## src/rtl/mmu_access_guard.sv

```systemverilog
module mmu_access_guard #(
  parameter int VA_W     = 32,
  parameter int PTE_W    = 32,
  parameter int PERM_LSB = 2,
  parameter int MOD_BIT  = 6,
  parameter int FSR_W    = 32
) (
  input  logic             clk,
  input  logic             rst_n,
  input  logic             req_valid,
  input  logic [PTE_W-1:0] leaf_pte,
  input  logic [2:0]       walk_err,
  input  logic [VA_W-1:0]  vaddr,
  input  logic             acc_write,
  input  logic             acc_exec,
  input  logic             supervisor,
  input  logic             no_fault,
  input  logic             traps_en,
  input  logic             fsr_rd,
  output logic             allow,
  output logic             grant_write,
  output logic [2:0]       err_code,
  output logic             trap_req,
  output logic [FSR_W-1:0] fsr,
  output logic [VA_W-1:0]  far
);

  localparam int IDX_LSB  = 5;
  localparam int CODE_LSB = 2;

  logic [2:0] perm, idx, chk_code, code;
  logic       hi, can_r, can_w, can_x, ok, fault;
  logic [FSR_W-1:0] fsr_base, fsr_next;

  assign perm  = leaf_pte[PERM_LSB +: 3];
  assign idx   = {acc_write, acc_exec, supervisor};
  assign hi    = perm[2] & perm[1];

  assign can_r = ~perm[2] | (perm == 3'd5) | (supervisor & hi);
  assign can_w = perm[0] & (~perm[2] | supervisor);
  assign can_x = (perm == 3'd2) | (perm == 3'd3) | (perm == 3'd4) | (supervisor & hi);

  always_comb begin
    if (acc_exec)       ok = can_x & (~acc_write | can_w);
    else if (acc_write) ok = can_w;
    else                ok = can_r;
  end

  assign chk_code = (~supervisor & hi) ? 3'd3 : (ok ? 3'd0 : 3'd2);
  assign code     = (walk_err != 3'd0) ? walk_err : chk_code;
  assign fault    = req_valid & (code != 3'd0);

  assign err_code    = req_valid ? code : 3'd0;
  assign allow       = req_valid & (code == 3'd0);
  assign grant_write = allow & leaf_pte[MOD_BIT] & can_w;
  assign trap_req    = fault & traps_en & ~no_fault;

  always_comb begin
    fsr_base = fsr_rd ? '0 : fsr;
    fsr_next = fsr_base;
    if (fault) begin
      fsr_next = (fsr_base != '0) ? FSR_W'(1) : '0;
      fsr_next[IDX_LSB +: 3]  = idx;
      fsr_next[CODE_LSB +: 3] = code;
      fsr_next[1]             = 1'b1;
    end
  end

  always_ff @(posedge clk or negedge rst_n) begin
    if (!rst_n) begin
      fsr <= '0;
      far <= '0;
    end else begin
      fsr <= fsr_next;
      if (fault) far <= vaddr;
    end
  end

endmodule


```

## config.mk

```make
export PLATFORM = sky130hd
export DESIGN_NAME = mmu_access_guard
export DESIGN_NICKNAME = d
export VERILOG_FILES = /design/src/rtl/mmu_access_guard.sv
export SDC_FILE = /design/constraint.sdc
export NUM_CORES = 1
export LEC_CHECK = 0
export BUFFER_PORTS_ARGS = -buffer_cell sky130_fd_sc_hd__clkbuf_2
export CORE_UTILIZATION = 41
export DETAILED_ROUTE_END_ITERATION = 10
export PLACE_DENSITY = 0.82
export SLEW_MARGIN = 10
export SYNTH_ARGS = -nofsm -noshare
export SYNTH_HDL_FRONTEND = slang
export SYNTH_SLANG_ARGS = --single-unit
```

## constraint.sdc

```tcl
create_clock -name clk -period 1.2 [get_ports clk]
set_input_delay 0.06 -clock clk [delete_from_list [all_inputs] [get_ports clk]]
set_output_delay 0.06 -clock clk [all_outputs]
set_load 0.05 [all_outputs]
```

==> results of run 1 <==
[power groups by stage]
| stage | Sequential (mW) | Clock [mW] | Combinational [mW] |
|---|---|---|---|
| 2_1_floorplan | 2.95 | 0 | 0.367 |
| 3_3_place_gp | 2.42 | 0 | 1.28 |
| 3_5_place_dp | 2.44 | 0 | 1.30 |
| 4_1_cts | 2.40 | 1.84 | 1.43 |
| 5_1_grt | 2.42 | 1.94 | 1.62 |
| 6_report | 2.41 | 1.82 | 1.54 |
[through the flow]
step	cell area, sq um	cells
floorplan	2660	173
global placement	3610	396
detailed placement	3610	396
CTS	4320	450
global route	4570	463
finish	4570	463
[sequential cells by signal (all words and copies together) (netlist names)]
signal,cells
far,32
fsr,32
[routing by layer]
metal	part of all wire (%)	global-route usage, %
met3	5.7	7.44
met5	0	0
met4	1.9	6.79
met2	53	37.8
met1	39	23.9
[path summary, 6_finish.rpt]
path	start	end	slack, ns	cells after the start
setup / recovery	leaf_pte[2]	trap_req	-0.28	7
hold / removal	acc_exec	fsr[6]	0.12	4
setup reg to reg	fsr[5]	fsr[0]	-0.23	4
hold reg to reg	far[30]	far[30]	0.51	1
max in group asynchronous	rst_n	fsr[25]	0.63	3
min in group asynchronous	rst_n	far[25]	0.27	3
[cells in the final DEF (no fill, tap or decap), drive strengths merged, types with 2 or more instances in the layout]
master and instances:
clkbuf 112, buf 72, dfrtp 64, dlygate4sd3 34, mux2 32, and2 25
nor4 8, inv 5, nand3b 4, o21ai 4, a21o 3, a21oi 3
nor3 3, nand2b 2, nand4 2, clkinv 2, nor2 2, o21a 2
[timing repair]
| item | in CTS | in global routing |
|---|---|---|
| buffers inserted | 4 | 10 |
| hold endpoints to repair | 97 | 0 |
| pin swaps | 4 | 12 |
| setup endpoints to repair | 32 | 70 |
| gates cloned | 0 | 3 |
| gates resized for setup | 24 | 47 |
| hold buffers | 34 | 0 |
[layout make-up]
cell class	count	area [sq um]	area share, %
clock buffer	14	193	4.22
clock inverter	2	10.0	0.219
inverter	5	18.8	0.411
multi-input combinational	99	1100	24.1
sequential	64	1630	35.7
tap	75	93.8	2.05
timing repair buffer	204	1520	33.3
[cell families (layout without fill, tap and decap cells)]
logic type / Yosys count / in the layout / synth area share, %
AOI/OAI and AO/OA: 15 / 16 / 4.11
buffers and inverters: 11 / 225 / 3.04
muxes: 32 / 32 / 18.4
DFF: 64 / 64 / 61.8
and+or+nand+nor: 51 / 51 / 12.6
[critical path, cell delays in order]
cell and delay [ns]:
buf_6 0.09, nand2b_4 0.14, o32a_1 0.32, a31o_4 0.26, buf_12 0.13, nor3b_4 0.22, buf_8 0.18
==> results.md, run 1 <==
- Run status: finished, violations left
- Ys async rst share: 100%
- Placer congestion estimate: 0.819
- Overall power: 5.76 mW
- Cell area after synthesis: between 2000 and 3000 sq um
- Layout Nets: around 460
- # fillers: around 350
- Detailed Place HPWL: about 4.3 mm
- Sequential Power Share: a little over two fifths
- Crit path DAT: about 1.4 ns
- CP endpoint kind: output pin
- Sink Count: 64
- Die area: approximately 6600 sq um
- Via/cell ratio: 4.93
- Routed WL per cell: 17.1 microns
- Internal Power: 3.95 mW
- Post-synth EDFFs: 0
- Startpoint Class: input port
- Top cell type's share of synthesized area: 61.8%
- Top-count cell post-synth: dfrtp_1
- Initial Utilization: about 43%
- Max Cap Viol: 0
- Die H: 81.5 microns
- Final Cycle Share: 123%
- Clock Latency Late Sink: 0.33 ns
- Vias: around 2,300
- VDD IR max: around 770 uV
- Post-synth top area cell: dfrtp_1
- RSZ-0062 raised after global routing: true
- Seq/Total Area, Yosys: between 60 and 70%
- Setup violators final: 38
- Comb power frac: 26.7%
- Clock edge transition at the registers on the reported setup and hold paths: about 0.070 ns
- Hold WC Path Type: in2reg
- Largest net degree at the start of global routing: 65
- Post-synthesis net count: between 200 and 250
- Worst path required time: approximately 1.1 ns
- CTS Buf Count: 9
- Final Routed Wirelength: between 7 and 8 mm
- Worst setup path class: in2out
- GRT Total Usage: approximately a fifth
- Number of global-route vias before repair: 2,182
- Final Hold Fails: 0
- Cells after Synth: between 150 and 200
- Place WS: -0.575 ns
- ANT nets after route: 0
- Top FF cell, synth: dfrtp_1
- Grt ovf: 0
- FMAX: between 600 and 700 MHz
- Failing checks: setup timing
- Post-layout util: approximately three quarters
- CTS root buf: clkbuf_8
- CP max FO: 7
- Tmin final: between 1 and 1.5 ns
- Remaining routing DRC violations: 0
- Pwr per Cell Area: 1260 nW/um^2
- PnR worst setup slack: -0.277 ns
- Worst hold slack: roughly 0.12 ns
- H-Tree Depth: 3
- I/O pin count: between 100 and 150
- Clock tree from TritonCTS: done
- Ranking of synthesized cells by area: dfrtp_1 62%, mux2_4 18%, and2_1 6.0%, nor4_1 1.9%, buf_6 1.7%
- Switch share: 31.5%
- First-pass GRT wire length: between 10 and 15 mm
- P&R area growth vs syn: 76.3%
- Proportion of layout cells with a drive suffix above 1: 68.0%
- Final TNS setup: -7.18 ns
- Commonest cells in the netlist: 64 x dfrtp_1, 31 x mux2_4, 25 x and2_1
- Clock skew: between 0.004 and 0.005 ns
- Clk pwr share: around a third
- Seq cells post-synth: 64
- Fin. max-slew vios: 0
- Pleak: 2.39 nW
- Core Area: between 5000 and 6000 sq um
- DR iter-0 viols: 53
- First-pass DRT Iterations: 4
- Net Switching: approximately 1.8 mW
- Die width: ~81 microns
- Ys Warns: 0
- Clock Path Buffers: 2
- Port buffer count: approximately 120
- Num rows: 28
- Antenna fix cells: 0
- Worst-Margin Slew: ~0.37 ns
- Avg Inst Size Synth: approximately 15 sq um
- Initial antenna violation count: 0
- Max-slew headroom: roughly 75%
- Cell variety after synth: 27
Note: power is estimated with default switching activity, not from simulation.
==> run 2: changes to the inputs <==
--- a/config.mk
+++ b/config.mk
@@ -8,7 +8,7 @@
 export BUFFER_PORTS_ARGS = -buffer_cell sky130_fd_sc_hd__clkbuf_2
 export CORE_UTILIZATION = 41
 export DETAILED_ROUTE_END_ITERATION = 10
-export PLACE_DENSITY = 0.82
+export PLACE_DENSITY = 0.75
 export SLEW_MARGIN = 10
 export SYNTH_ARGS = -nofsm -noshare
 export SYNTH_HDL_FRONTEND = slang
==> results.md, run 2 (synthesis gave the netlist of run 1 again) <==
- Run status: finished, violations left (unchanged)
- Failing checks: setup timing (unchanged)
- Buf/Inv on CP: 4 (was 3)
- Die width: 81.5 microns (unchanged)
- VDD IR max: 891 uV (was 767 uV)
- Grt ovf: 0 (unchanged)
- Port buffer count: 117 (unchanged)
- Worst hold slack: 0.115 ns (was 0.116 ns)
- I/O pin count: 146 (unchanged)
- CTS root buf: clkbuf_8 (unchanged)
- Max-slew headroom: 76.2% (was 75.4%)
- CTS Buf Count: 9 (unchanged)
- Initial antenna violation count: 0 (unchanged)
- Post-layout util: 76.9% (was 76.2%)
- Worst hold path endpoint: fsr[6] (unchanged)
- Pleak: 2.43 nW (was 2.39 nW)
- Via/cell ratio: 4.71 (was 4.93)
- Detailed Place HPWL: 4.26 mm (was 4.32 mm)
- H-Tree Depth: 3 (unchanged)
- Clk pwr share: 31.8% (was 31.5%)
- Final Routed Wirelength: 7.47 mm (was 7.90 mm)
- P&R area growth vs syn: 77.8% (was 76.3%)
- Comb power frac: 26.5% (was 26.7%)
- Top Registers: far: 32 flops, fsr: 32 flops (unchanged)
- DR iter-0 viols: 54 (was 53)
- Number of global-route vias before repair: 2,283 (was 2,182)
- Cell mode on critical path: buf_4
- Commonest non-fill, non-tap cell in the layout: clkbuf_2 (unchanged)
- Net Switching: 1.77 mW (was 1.82 mW)
- Most frequent cells in the layout: 88 x clkbuf_2, 54 x buf_4, 40 x dfrtp_1 (was 93 x clkbuf_2, 46 x buf_4, 40 x dfrtp_1)
- # fillers: 369 (was 354)
- Switch share: 30.7% (was 31.5%)
- Proportion of layout cells with a drive suffix above 1: 67.7% (was 68.0%)
- Hold WC Path Type: in2reg (unchanged)
- Largest net degree at the start of global routing: 65 (unchanged)
- Fin. max-slew vios: 0 (unchanged)
- Worst setup path class: in2reg (was in2out)
- Pwr per Cell Area: 1250 nW/um^2 (was 1260 nW/um^2)
- Max Cap Viol: 0 (unchanged)
- Sequential Power Share: 41.7% (was 41.8%)
- Sink Count: 64 (unchanged)
- PnR worst setup slack: -0.199 ns (was -0.277 ns)
- Cell depth of the worst flop-to-flop path: 4 (unchanged)
- Placer congestion estimate: 0.808 (was 0.819)
- Tmin final: 1.40 ns (was 1.48 ns)
- Setup violators final: 41 (was 38)
- Final Hold Fails: 0 (unchanged)
- ANT nets after route: 0 (unchanged)
- Min-delay src: acc_exec (unchanged)
- Vias: 2,232 (was 2,281)
- First-pass GRT wire length: 10.8 mm (was 10.2 mm)
- Crit path DAT: 1.61 ns (was 1.42 ns)
- Die area: 6640 sq um (unchanged)
- Clock edge transition at the registers on the reported setup and hold paths: 0.07 ns (about the same)
- Worst r2r src: fsr[24] (was fsr[5])
- CP max FO: 6 (was 7)
- Initial Utilization: 43.2% (unchanged)
- Clock Latency Late Sink: 0.32 ns (was 0.33 ns)
- Startpoint Class: input port (unchanged)
- Cell depth of the worst hold path: 4 (unchanged)
- Final Cycle Share: 117% (was 123%)
- Worst R2R End: fsr[0] (unchanged)
- Routed WL per cell: 15.8 microns (was 17.1 microns)
- Antenna fix cells: 0 (unchanged)
- RSZ-0062 raised after global routing: true (unchanged)
- Worst path required time: 1.41 ns (was 1.14 ns)
- Clock skew: 0.00495 ns (was 0.00476 ns)
- Crit-path leading delay family: buffers and inverters (was compound AO/OA/AOI/OAI gates)
- Crit-path slowest cell: nor4b_4 (was o32a_1)
- Layout Nets: 470 (was 459)
- GRT Total Usage: 22.5% (was 21.4%)
- Num rows: 28 (unchanged)
- Remaining routing DRC violations: 0 (unchanged)
- Reg2Reg Setup Slack: -0.05 ns (was -0.23 ns)
- FMAX: 715 MHz (was 677 MHz)
- CP max stage delay: 0.30 ns (was 0.32 ns)
- Internal Power: 4.00 mW (was 3.95 mW)
- Critical path depth: 8 (was 7)
- Worst-Margin Slew: 0.357 ns (was 0.367 ns)
- Core Area: 5990 sq um (unchanged)
- Overall power: 5.77 mW (was 5.76 mW)
- CP endpoint kind: flip-flop (was output pin)
- Clock Path Buffers: 2 (unchanged)
- Die H: 81.5 microns (unchanged)
- First-pass DRT Iterations: 4 (unchanged)
- Critical-path cell list: buf_8, nand3b_1, nor4b_4, buf_4, a31o_4, buf_2, buf_4, mux2_4 (was buf_6, nand2b_4, o32a_1, a31o_4, buf_12, nor3b_4, buf_8)
- Clock tree from TritonCTS: done (unchanged)
==> run 2: changes by cell type in the layout (fill, tap and decap cells not counted), moves of 2 or more <==
cell	change
clkbuf_8	-4
buf_8	-2
buf_4	+8
buf_6	+7
clkbuf_1	+2
clkbuf_2	-5
buf_2	+5
==> run 2: layout make-up <==
| type | instances | area, sq um | area share [%] |
|---|---|---|---|
| multi-input combinational | 98 | 1050 | 22.7 |
| tap | 75 | 93.8 | 2.04 |
| clock inverter | 3 | 40.0 | 0.869 |
| sequential | 64 | 1630 | 35.4 |
| timing repair buffer | 216 | 1620 | 35.1 |
| clock buffer | 13 | 159 | 3.45 |
| inverter | 5 | 18.8 | 0.407 |
==> run 2: worst max path at each step <==
| stage | from | to | slack (ns) |
|---|---|---|---|
| finish | leaf_pte[4] | far[23] | -0.20 |
| global route | supervisor | trap_req | -0.25 |
| CTS | leaf_pte[2] | trap_req | -0.15 |
| detailed placement | leaf_pte[4] | far[27] | -0.48 |
| global placement | leaf_pte[4] | far[11] | -0.35 |
| floorplan | leaf_pte[2] | trap_req | -0.23 |
==> run 2: timing repair <==
item / in CTS / in global routing
endpoints found under the setup margin: 61 / 80
pin swaps: 10 / 11
setup buffers: 6 / 8
hold buffers: 34 / 0
cloned: 0 / 2
gates resized for setup: 25 / 49
endpoints found under the hold margin: 97 / 0
==> run 2: layer usage <==
metal	part of all wire [%]	track usage, %	vias to the layer above
met5	0	0	-
met4	1.6	8.57	0
met3	5.4	5.44	15
met2	52	40.2	90
met1	41	25.7	1075
li1	-	-	1052
==> run 2: worst register-to-register path, stage by stage (launching register included) <==
cell     delay [ns]
dfrtp_2        0.42
nor4_4         0.30
nand4_1        0.16
nor3_2         0.19
nor3_1         0.07
==> run 2: power groups by stage <==
stage / sequential [mW] / combinational (mW) / clock (mW)
floorplan: 2.95 / 0.367 / 0
global placement: 2.43 / 1.31 / 0
detailed placement: 2.43 / 1.33 / 0
CTS: 2.39 / 1.46 / 1.88
global route: 2.42 / 1.61 / 2.01
finish: 2.40 / 1.53 / 1.84
==> run 2: through the flow <==
step                cell area [sq um]  setup TNS, ns  setup WS, ns  std cells
floorplan                        2660          -5.95        -0.233        173
global placement                 3730         -19.03        -0.353        412
detailed placement               3730         -26.39        -0.482        412
CTS                              4470          -1.84        -0.145        468
global route                     4610          -7.22        -0.247        474
finish                           4610          -5.83        -0.199        474
